--- src/rtl/cfg_guard_pkg.sv ---
// Package: shared types and constants of the guarded configuration bank.
// Assumes a 7-bit register space and byte-wide data.
package cfg_guard_pkg;
    localparam int unsigned ADDR_W    = 7;
    localparam int unsigned DATA_W    = 8;
    localparam int unsigned ERR_BYTES = 4;
    localparam int unsigned N_CFG     = 42;               // implemented storage bytes
    localparam int unsigned IDX_W     = $clog2(N_CFG);
    localparam int unsigned MODE_IDX  = 2;
    localparam int unsigned SLAVE_IDX = 23;               // 0x17
    localparam int unsigned LOCK_LO   = 25;               // 0x19
    localparam int unsigned LOCK_HI   = 33;               // 0x21
    localparam int unsigned MASK_IDX  = 34;               // storage of 0x2B
    localparam int unsigned UPPER_IDX = 38;               // storage of 0x30
    localparam logic [DATA_W-1:0] SLAVE_KEEP = 8'h08;     // bit that must stay set

    typedef enum logic [2:0] {
        RG_OPEN, RG_MODE, RG_SLAVE, RG_LOCKED,
        RG_RELEASE, RG_MIRROR, RG_ERROR, RG_NONE
    } region_e;
endpackage

--- src/rtl/cfg_guard_decode.sv ---
// Address decoder: classifies a register address into a region and maps it
// to a storage index or an error-byte select. Purely combinational.
module cfg_guard_decode
    import cfg_guard_pkg::*;
(
    input  logic [ADDR_W-1:0]            addr,
    output region_e                      region,
    output logic [IDX_W-1:0]             idx,
    output logic [$clog2(ERR_BYTES)-1:0] err_sel
);
    // Map the address onto its region and storage slot
    always_comb begin
        region  = RG_NONE;
        idx     = '0;
        err_sel = '0;
        if (addr == 7'h02) begin
            region = RG_MODE;
            idx    = IDX_W'(MODE_IDX);
        end else if (addr == 7'h17) begin
            region = RG_SLAVE;
            idx    = IDX_W'(SLAVE_IDX);
        end else if (addr >= 7'h19 && addr <= 7'h21) begin
            region = RG_LOCKED;
            idx    = IDX_W'(addr);
        end else if (addr <= 7'h21) begin
            region = RG_OPEN;
            idx    = IDX_W'(addr);
        end else if (addr >= 7'h2B && addr <= 7'h2E) begin
            region = RG_OPEN;
            idx    = IDX_W'(addr - 7'h2B + 7'(MASK_IDX));
        end else if (addr == 7'h2F || addr == 7'h3F) begin
            region = RG_RELEASE;
        end else if (addr >= 7'h30 && addr <= 7'h33) begin
            region = RG_OPEN;
            idx    = IDX_W'(addr - 7'h30 + 7'(UPPER_IDX));
        end else if (addr >= 7'h3B && addr <= 7'h3E) begin
            region = RG_MIRROR;
            idx    = IDX_W'(addr - 7'h3B + 7'(MASK_IDX));
        end else if (addr >= 7'h40 && addr <= 7'h43) begin
            region  = RG_ERROR;
            err_sel = addr[$clog2(ERR_BYTES)-1:0];
        end
    end
endmodule

--- src/rtl/cfg_guard_policy.sv ---
// Write policy: decides whether a write is accepted and what byte is stored.
// Assumes cur_byte is the present content of the addressed slot.
module cfg_guard_policy
    import cfg_guard_pkg::*;
(
    input  region_e           region,
    input  logic [DATA_W-1:0] wdata,
    input  logic [DATA_W-1:0] cur_byte,
    input  logic              running,
    output logic              accept,
    output logic [DATA_W-1:0] store_val
);
    logic same_mode;
    assign same_mode = (wdata[6:0] == cur_byte[6:0]);

    // Apply the per-region acceptance rule
    always_comb begin
        accept    = 1'b0;
        store_val = wdata;
        unique case (region)
            RG_OPEN:   accept = 1'b1;
            RG_SLAVE: begin
                accept    = 1'b1;
                store_val = wdata | SLAVE_KEEP;
            end
            RG_LOCKED: accept = !running;
            RG_MODE:   accept = same_mode || (!running && !wdata[7]);
            default:   accept = 1'b0;
        endcase
    end
endmodule

--- src/rtl/cfg_guard_store.sv ---
// Storage: one register per implemented byte. It updates the slot named by idx
// when we is high. The slave-enable bit resets to 1 and everything else to 0.
module cfg_guard_store
    import cfg_guard_pkg::*;
(
    input  logic                          clk,
    input  logic                          rst_n,
    input  logic                          we,
    input  logic [IDX_W-1:0]              idx,
    input  logic [DATA_W-1:0]             wval,
    output logic [N_CFG-1:0][DATA_W-1:0]  bytes
);
    for (genvar i = 0; i < N_CFG; i++) begin : g_byte
        localparam logic [DATA_W-1:0] RST_VAL = (i == SLAVE_IDX) ? SLAVE_KEEP : '0;
        // Hold or update one configuration byte
        always_ff @(posedge clk) begin
            if (!rst_n)
                bytes[i] <= RST_VAL;
            else if (we && idx == IDX_W'(i))
                bytes[i] <= wval;
        end
    end
endmodule

--- src/rtl/cfg_guard_bank.sv ---
// Top: guarded configuration register bank behind a serial slave port.
// Assumes one access per cycle, with read data taken combinationally.
module cfg_guard_bank
    import cfg_guard_pkg::*;
#(
    parameter logic [ADDR_W-1:0] DEV_ADDR = 7'h55,
    parameter logic [DATA_W-1:0] REL_CODE = 8'h09
) (
    input  logic                        clk,
    input  logic                        rst_n,
    input  logic [ADDR_W-1:0]           acc_dev,
    input  logic [ADDR_W-1:0]           acc_addr,
    input  logic                        acc_we,
    input  logic [DATA_W-1:0]           acc_wdata,
    output logic [DATA_W-1:0]           acc_rdata,
    output logic                        wr_reject,
    input  logic [8*ERR_BYTES-1:0]      err_in,
    output logic                        run_en,
    output logic                        restart
);
    region_e                          region;
    logic [IDX_W-1:0]                 idx;
    logic [$clog2(ERR_BYTES)-1:0]     err_sel;
    logic [N_CFG-1:0][DATA_W-1:0]     bytes;
    logic [DATA_W-1:0]                cur_byte, store_val;
    logic                             accept, dev_hit, wr_ok;
    logic [DATA_W-1:0]                err_byte [ERR_BYTES];

    cfg_guard_decode u_dec (.addr(acc_addr), .region(region), .idx(idx), .err_sel(err_sel));

    assign cur_byte = bytes[idx];
    assign run_en   = bytes[MODE_IDX][7];
    assign dev_hit  = (acc_dev == DEV_ADDR);

    cfg_guard_policy u_pol (
        .region(region), .wdata(acc_wdata), .cur_byte(cur_byte),
        .running(run_en), .accept(accept), .store_val(store_val)
    );

    assign wr_ok = acc_we && dev_hit && accept;

    cfg_guard_store u_st (
        .clk(clk), .rst_n(rst_n), .we(wr_ok), .idx(idx),
        .wval(store_val), .bytes(bytes)
    );

    for (genvar e = 0; e < ERR_BYTES; e++) begin : g_err
        assign err_byte[e] = err_in[8*e +: 8] & bytes[MASK_IDX+e];
    end

    // Select the read byte for the addressed region
    always_comb begin
        acc_rdata = '0;
        if (dev_hit) begin
            unique case (region)
                RG_OPEN, RG_MODE, RG_SLAVE, RG_LOCKED, RG_MIRROR: acc_rdata = cur_byte;
                RG_RELEASE: acc_rdata = REL_CODE;
                RG_ERROR:   acc_rdata = err_byte[err_sel];
                default:    acc_rdata = '0;
            endcase
        end
    end

    // Flag refused writes and converter starts for one cycle
    always_ff @(posedge clk) begin
        if (!rst_n) begin
            wr_reject <= 1'b0;
            restart   <= 1'b0;
        end else begin
            wr_reject <= acc_we && dev_hit && !accept;
            restart   <= wr_ok && region == RG_MODE && acc_wdata[7] && !run_en;
        end
    end

    // a restart pulse only follows a 0->1 edge of run_en
    a_r7_restart_on_rise: assert property (@(posedge clk) disable iff (!rst_n)
        restart |-> (run_en && !$past(run_en)));
    // every rise of run_en comes with a restart pulse
    a_r7_rise_pulses: assert property (@(posedge clk) disable iff (!rst_n)
        ($past(rst_n) && $rose(run_en)) |-> restart);
    // the mode bits never move while the converter runs
    a_r6_mode_frozen: assert property (@(posedge clk) disable iff (!rst_n)
        ($past(rst_n) && $past(run_en)) |-> (bytes[MODE_IDX][6:0] == $past(bytes[MODE_IDX][6:0])));
    // the slave-enable bit of 0x17 stays set
    a_r4_slave_bit_kept: assert property (@(posedge clk) disable iff (!rst_n)
        bytes[SLAVE_IDX][3]);
    // a rejected write leaves all storage unchanged
    a_r10_reject_no_update: assert property (@(posedge clk) disable iff (!rst_n)
        ($past(rst_n) && wr_reject) |-> $stable(bytes));
    // writes to read-only regions are always flagged
    a_r10_readonly_flagged: assert property (@(posedge clk) disable iff (!rst_n)
        ($past(rst_n) && $past(acc_we && dev_hit &&
            (region == RG_RELEASE || region == RG_ERROR || region == RG_MIRROR))) |-> wr_reject);
    for (genvar k = LOCK_LO; k <= LOCK_HI; k++) begin : g_lock_chk
        // locked tuning bytes hold while running
        a_r5_locked_hold: assert property (@(posedge clk) disable iff (!rst_n)
            ($past(rst_n) && $past(run_en)) |-> $stable(bytes[k]));
    end
endmodule

--- config.mk ---
export PLATFORM = sky130hd
export DESIGN_NAME = cfg_guard_bank
export DESIGN_NICKNAME = d
export VERILOG_FILES = /design/src/rtl/cfg_guard_pkg.sv /design/src/rtl/cfg_guard_decode.sv /design/src/rtl/cfg_guard_policy.sv /design/src/rtl/cfg_guard_store.sv /design/src/rtl/cfg_guard_bank.sv
export SDC_FILE = /design/constraint.sdc
export NUM_CORES = 1
export LEC_CHECK = 0
export ABC_CLOCK_PERIOD_IN_PS = 5800
export BUFFER_PORTS_ARGS = -buffer_cell sky130_fd_sc_hd__buf_4
export CAP_MARGIN = 0
export CORE_UTILIZATION = 31
export CTS_CLUSTER_DIAMETER = 40
export DETAILED_ROUTE_END_ITERATION = 8
export PLACE_DENSITY = 0.54
export SYNTH_ARGS = -nofsm -noshare
export SYNTH_HDL_FRONTEND = slang
export SYNTH_SLANG_ARGS = --single-unit
--- constraint.sdc ---
create_clock -name clk -period 5.8 [get_ports clk]
set_input_delay 0.29 -clock clk [delete_from_list [all_inputs] [get_ports clk]]
set_output_delay 0.29 -clock clk [all_outputs]
set_load 0.1 [all_outputs]
==> impl_metrics.json <==
{
  "rrSetupSlack_ns": 2.45,
  "ys_top_cells_by_area": "dfxtp_1 40%, mux2i_1 15%, nand2_1 8.8%",
  "grt_use_total_pct": 22.4,
  "hold_path.class": "primary input to register",
  "cts_setup_buffers": 0,
  "comb_power_share_pct": 11.2,
  "die_w_um": 236,
  "holdWs_ns": 0.0732,
  "dr_total_vias": 15600,
  "rsz0062_at_grt": "no",
  "intPower_mw": 4.96,
  "drc": 0,
  "initial_core_util_pct": 31.5,
  "yosysWarnings": 0,
  "powerDensity_nw_per_um2": 329,
  "power.net_switching_mw": 1.81,
  "syn2layout_area_growth_pct": 20.8,
  "final_cell_mix": "397 x nand2_1, 338 x dfxtp_1, 251 x mux2i_1",
  "setup_viol": 0,
  "async_reset_ff_share_pct": 0,
  "antenna_found_initial": 0,
  "cts_tree": "built",
  "synth_edf_count": 0,
  "hold_violations": 0,
  "tns_ns": 0,
  "rr_endpoint": "u_st.bytes[199]",
  "cts_made_buffers": 57,
  "rr_worst_depth": 10,
  "wl_mm": 63.9,
  "port_buffers": 67,
  "path_class": "primary input to output port",
  "cts.hold.buffers_added": 0,
  "clk-insertion-delay-late_ns": 0.61,
  "ir_drop_mv": 0.275,
  "gp_congestion": 1.01,
  "cts.sinks": 338,
  "rows": 85,
  "via_per_inst": 5.59,
  "start_kind": "primary input",
  "synthXorXnorAreaFrac_pct": 0.0515,
  "nets": 2103,
  "fp.dieH_um": 236,
  "synth.distinct_cells": 80,
  "layout_commonest_cell": "nand2_1",
  "p_clk_share_pct": 54.5,
  "drive_gt1_share_pct": 14.4,
  "grt_max_degree": 186,
  "hp-start": "acc_wdata[4]",
  "clk_pin_slew_ns": 0.05,
  "syn_area_um2": 17000,
  "leakage_nw": 8.63,
  "synth-adder-area-share_pct": 0.588,
  "tightest_slew_ns": 1.15,
  "post-synth-top-area-fraction_pct": 39.8,
  "syn_avg_cell_area_um2": 8.52,
  "ys_dominant_reg_cell": "dfxtp_1",
  "syn-num-nets": 2062,
  "post_cts_resized": 0,
  "arrival_ns": 5.01,
  "core-area_um2": 54000,
  "period_share_pct": 91.4,
  "worstPathRequired_ns": 5.51,
  "slew_violations": 0,
  "holdPathStages": 3,
  "muxShareOfSynthArea_pct": 15.0,
  "fin_skew_ns": 0.0297,
  "synthSimpleGateAreaFrac_pct": 19.8,
  "num_io_pins": 68,
  "root_buffer": "clkbuf_16",
  "antenna_left": 0,
  "grt_pass1_wl_mm": 96.2,
  "hold_end": "u_st.bytes[188]",
  "cp_max_fo": 52,
  "pwr-share-seq_pct": 34.3,
  "clock.fmax_mhz": 189,
  "ys_ff_latch": 338,
  "place_hpwl_mm": 42.2,
  "syn_inst": 1997,
  "drt_iter0_drc": 1351,
  "endpoint_kind": "output port",
  "antennaDiodeCount": 0,
  "grt_pass1_vias": 15200,
  "yosysSeqAreaShare_pct": 39.8,
  "ctsLongestPathBuffers": 3,
  "synth_compound_area_share_pct": 19.8,
  "swShare_pct": 26.7,
  "status": "finished, final reports clean",
  "gr-total-overflow": 0,
  "drv_cap": 0,
  "wire_per_inst_um": 23.0,
  "yosysTopAreaCell": "dfxtp_1",
  "r2r-start": "u_st.bytes[186]",
  "synth_top_family_by_area": "simple AND/OR/NAND/NOR gates",
  "slew_headroom_pct": 23.6,
  "first_pass_iters": 5,
  "cts-htree-levels": 2,
  "crit_start": "acc_addr[2]",
  "min_period_ns": 5.30,
  "die-area_um2": 55800
}
-- synthesized netlist by cell type, drive strengths merged (3+ instances only) --
library cell	n
o211a	5
o32ai	4
clkbuf	106
o311ai	8
o21ai	80
ha	8
and2	5
or2	3
nand2b	5
o22a	4
o211ai	29
or3	26
nor4	9
inv	22
o22ai	32
nor2b	64
o21a	5
a21o	6
o311a	9
a211oi	11
dfxtp	338
nor2	121
o221ai	45
nor3	20
nand2	397
nand4	4
a31oi	27
nand4b	3
a311oi	8
mux2	3
a2111oi	3
nand3	83
a21oi	75
and3	11
nor4b	3
a22oi	12
mux2i	251
o2111ai	14
a21boi	50
buf	58
-- final cells by class --
type,instances,area (um2)
clock buffer,70,1590
clock inverter,38,528
fill,5447,33500
inverter,24,90.1
multi-input combinational,1471,9480
sequential,338,6770
tap,696,871
timing repair buffer,146,1240
-- flip-flops by register name, indices dropped and copies added, names as in the netlist --
register	cells
restart	1
u_st.bytes	336
wr_reject	1
-- critical path, stage by stage --
cell	delay (ns)
buf_4	0.16
inv_1	0.15
ha_1	0.24
a211oi_1	0.11
nor4b_1	0.50
a21oi_1	0.09
buf_4	0.18
o221a_4	0.39
buf_12	0.25
o311a_1	0.40
nor4_1	0.44
o22ai_1	0.23
a2111oi_0	0.85
buf_4	0.23
a21oi_1	0.04
nor2_1	0.09
buf_4	0.30
-- metrics by stage --
stage               utilization, %  power (mW)  cells  setup WS, ns  instance area [um2]
detailed placement            34.1        3.11   2675         0.498                18400
global route                  38.1        6.95   2783         0.335                20600
CTS                           38.1        6.79   2783         0.665                20600
floorplan                        -        2.79   1997         0.542                17000
global placement              34.1        3.11   2675         0.530                18400
finish                        38.1        6.77   2783         0.498                20600
-- power groups by stage --
| stage | registers [mW] | logic, mW | clock network, mW |
|---|---|---|---|
| 2_1_floorplan | 2.37 | 0.416 | 0 |
| 3_3_place_gp | 2.37 | 0.740 | 0 |
| 5_1_grt | 2.32 | 0.788 | 3.84 |
| 3_5_place_dp | 2.37 | 0.737 | 0 |
| 4_1_cts | 2.32 | 0.739 | 3.73 |
| 6_report | 2.32 | 0.758 | 3.69 |
-- kinds of logic after synthesis --
group           Yosys count
xor+xnor                  1
flops                   338
simple gates            759
mux                     254
compound gates          449
fa+ha+maj                 8
buf+inv                 188
-- worst max-delay path by stage --
stage	to	depth (start not counted)	slack, ns
after global routing	acc_rdata[2]	19	0.34
after global placement	u_st.bytes[314]	19	0.53
after floorplan	acc_rdata[7]	21	0.54
after detailed placement	u_st.bytes[313]	19	0.50
final	acc_rdata[2]	17	0.50
after CTS	acc_rdata[2]	17	0.67
-- layer usage --
metal / share of wire [%] / track usage, % / up-vias
met1: 44 / 29.4 / 7613
li1: - / - / 7245
met4: 3.7 / 8.60 / 0
met3: 6.1 / 3.71 / 126
met5: 0 / 0 / -
met2: 46 / 36.7 / 580
Note: power is estimated with default switching activity, not from simulation.
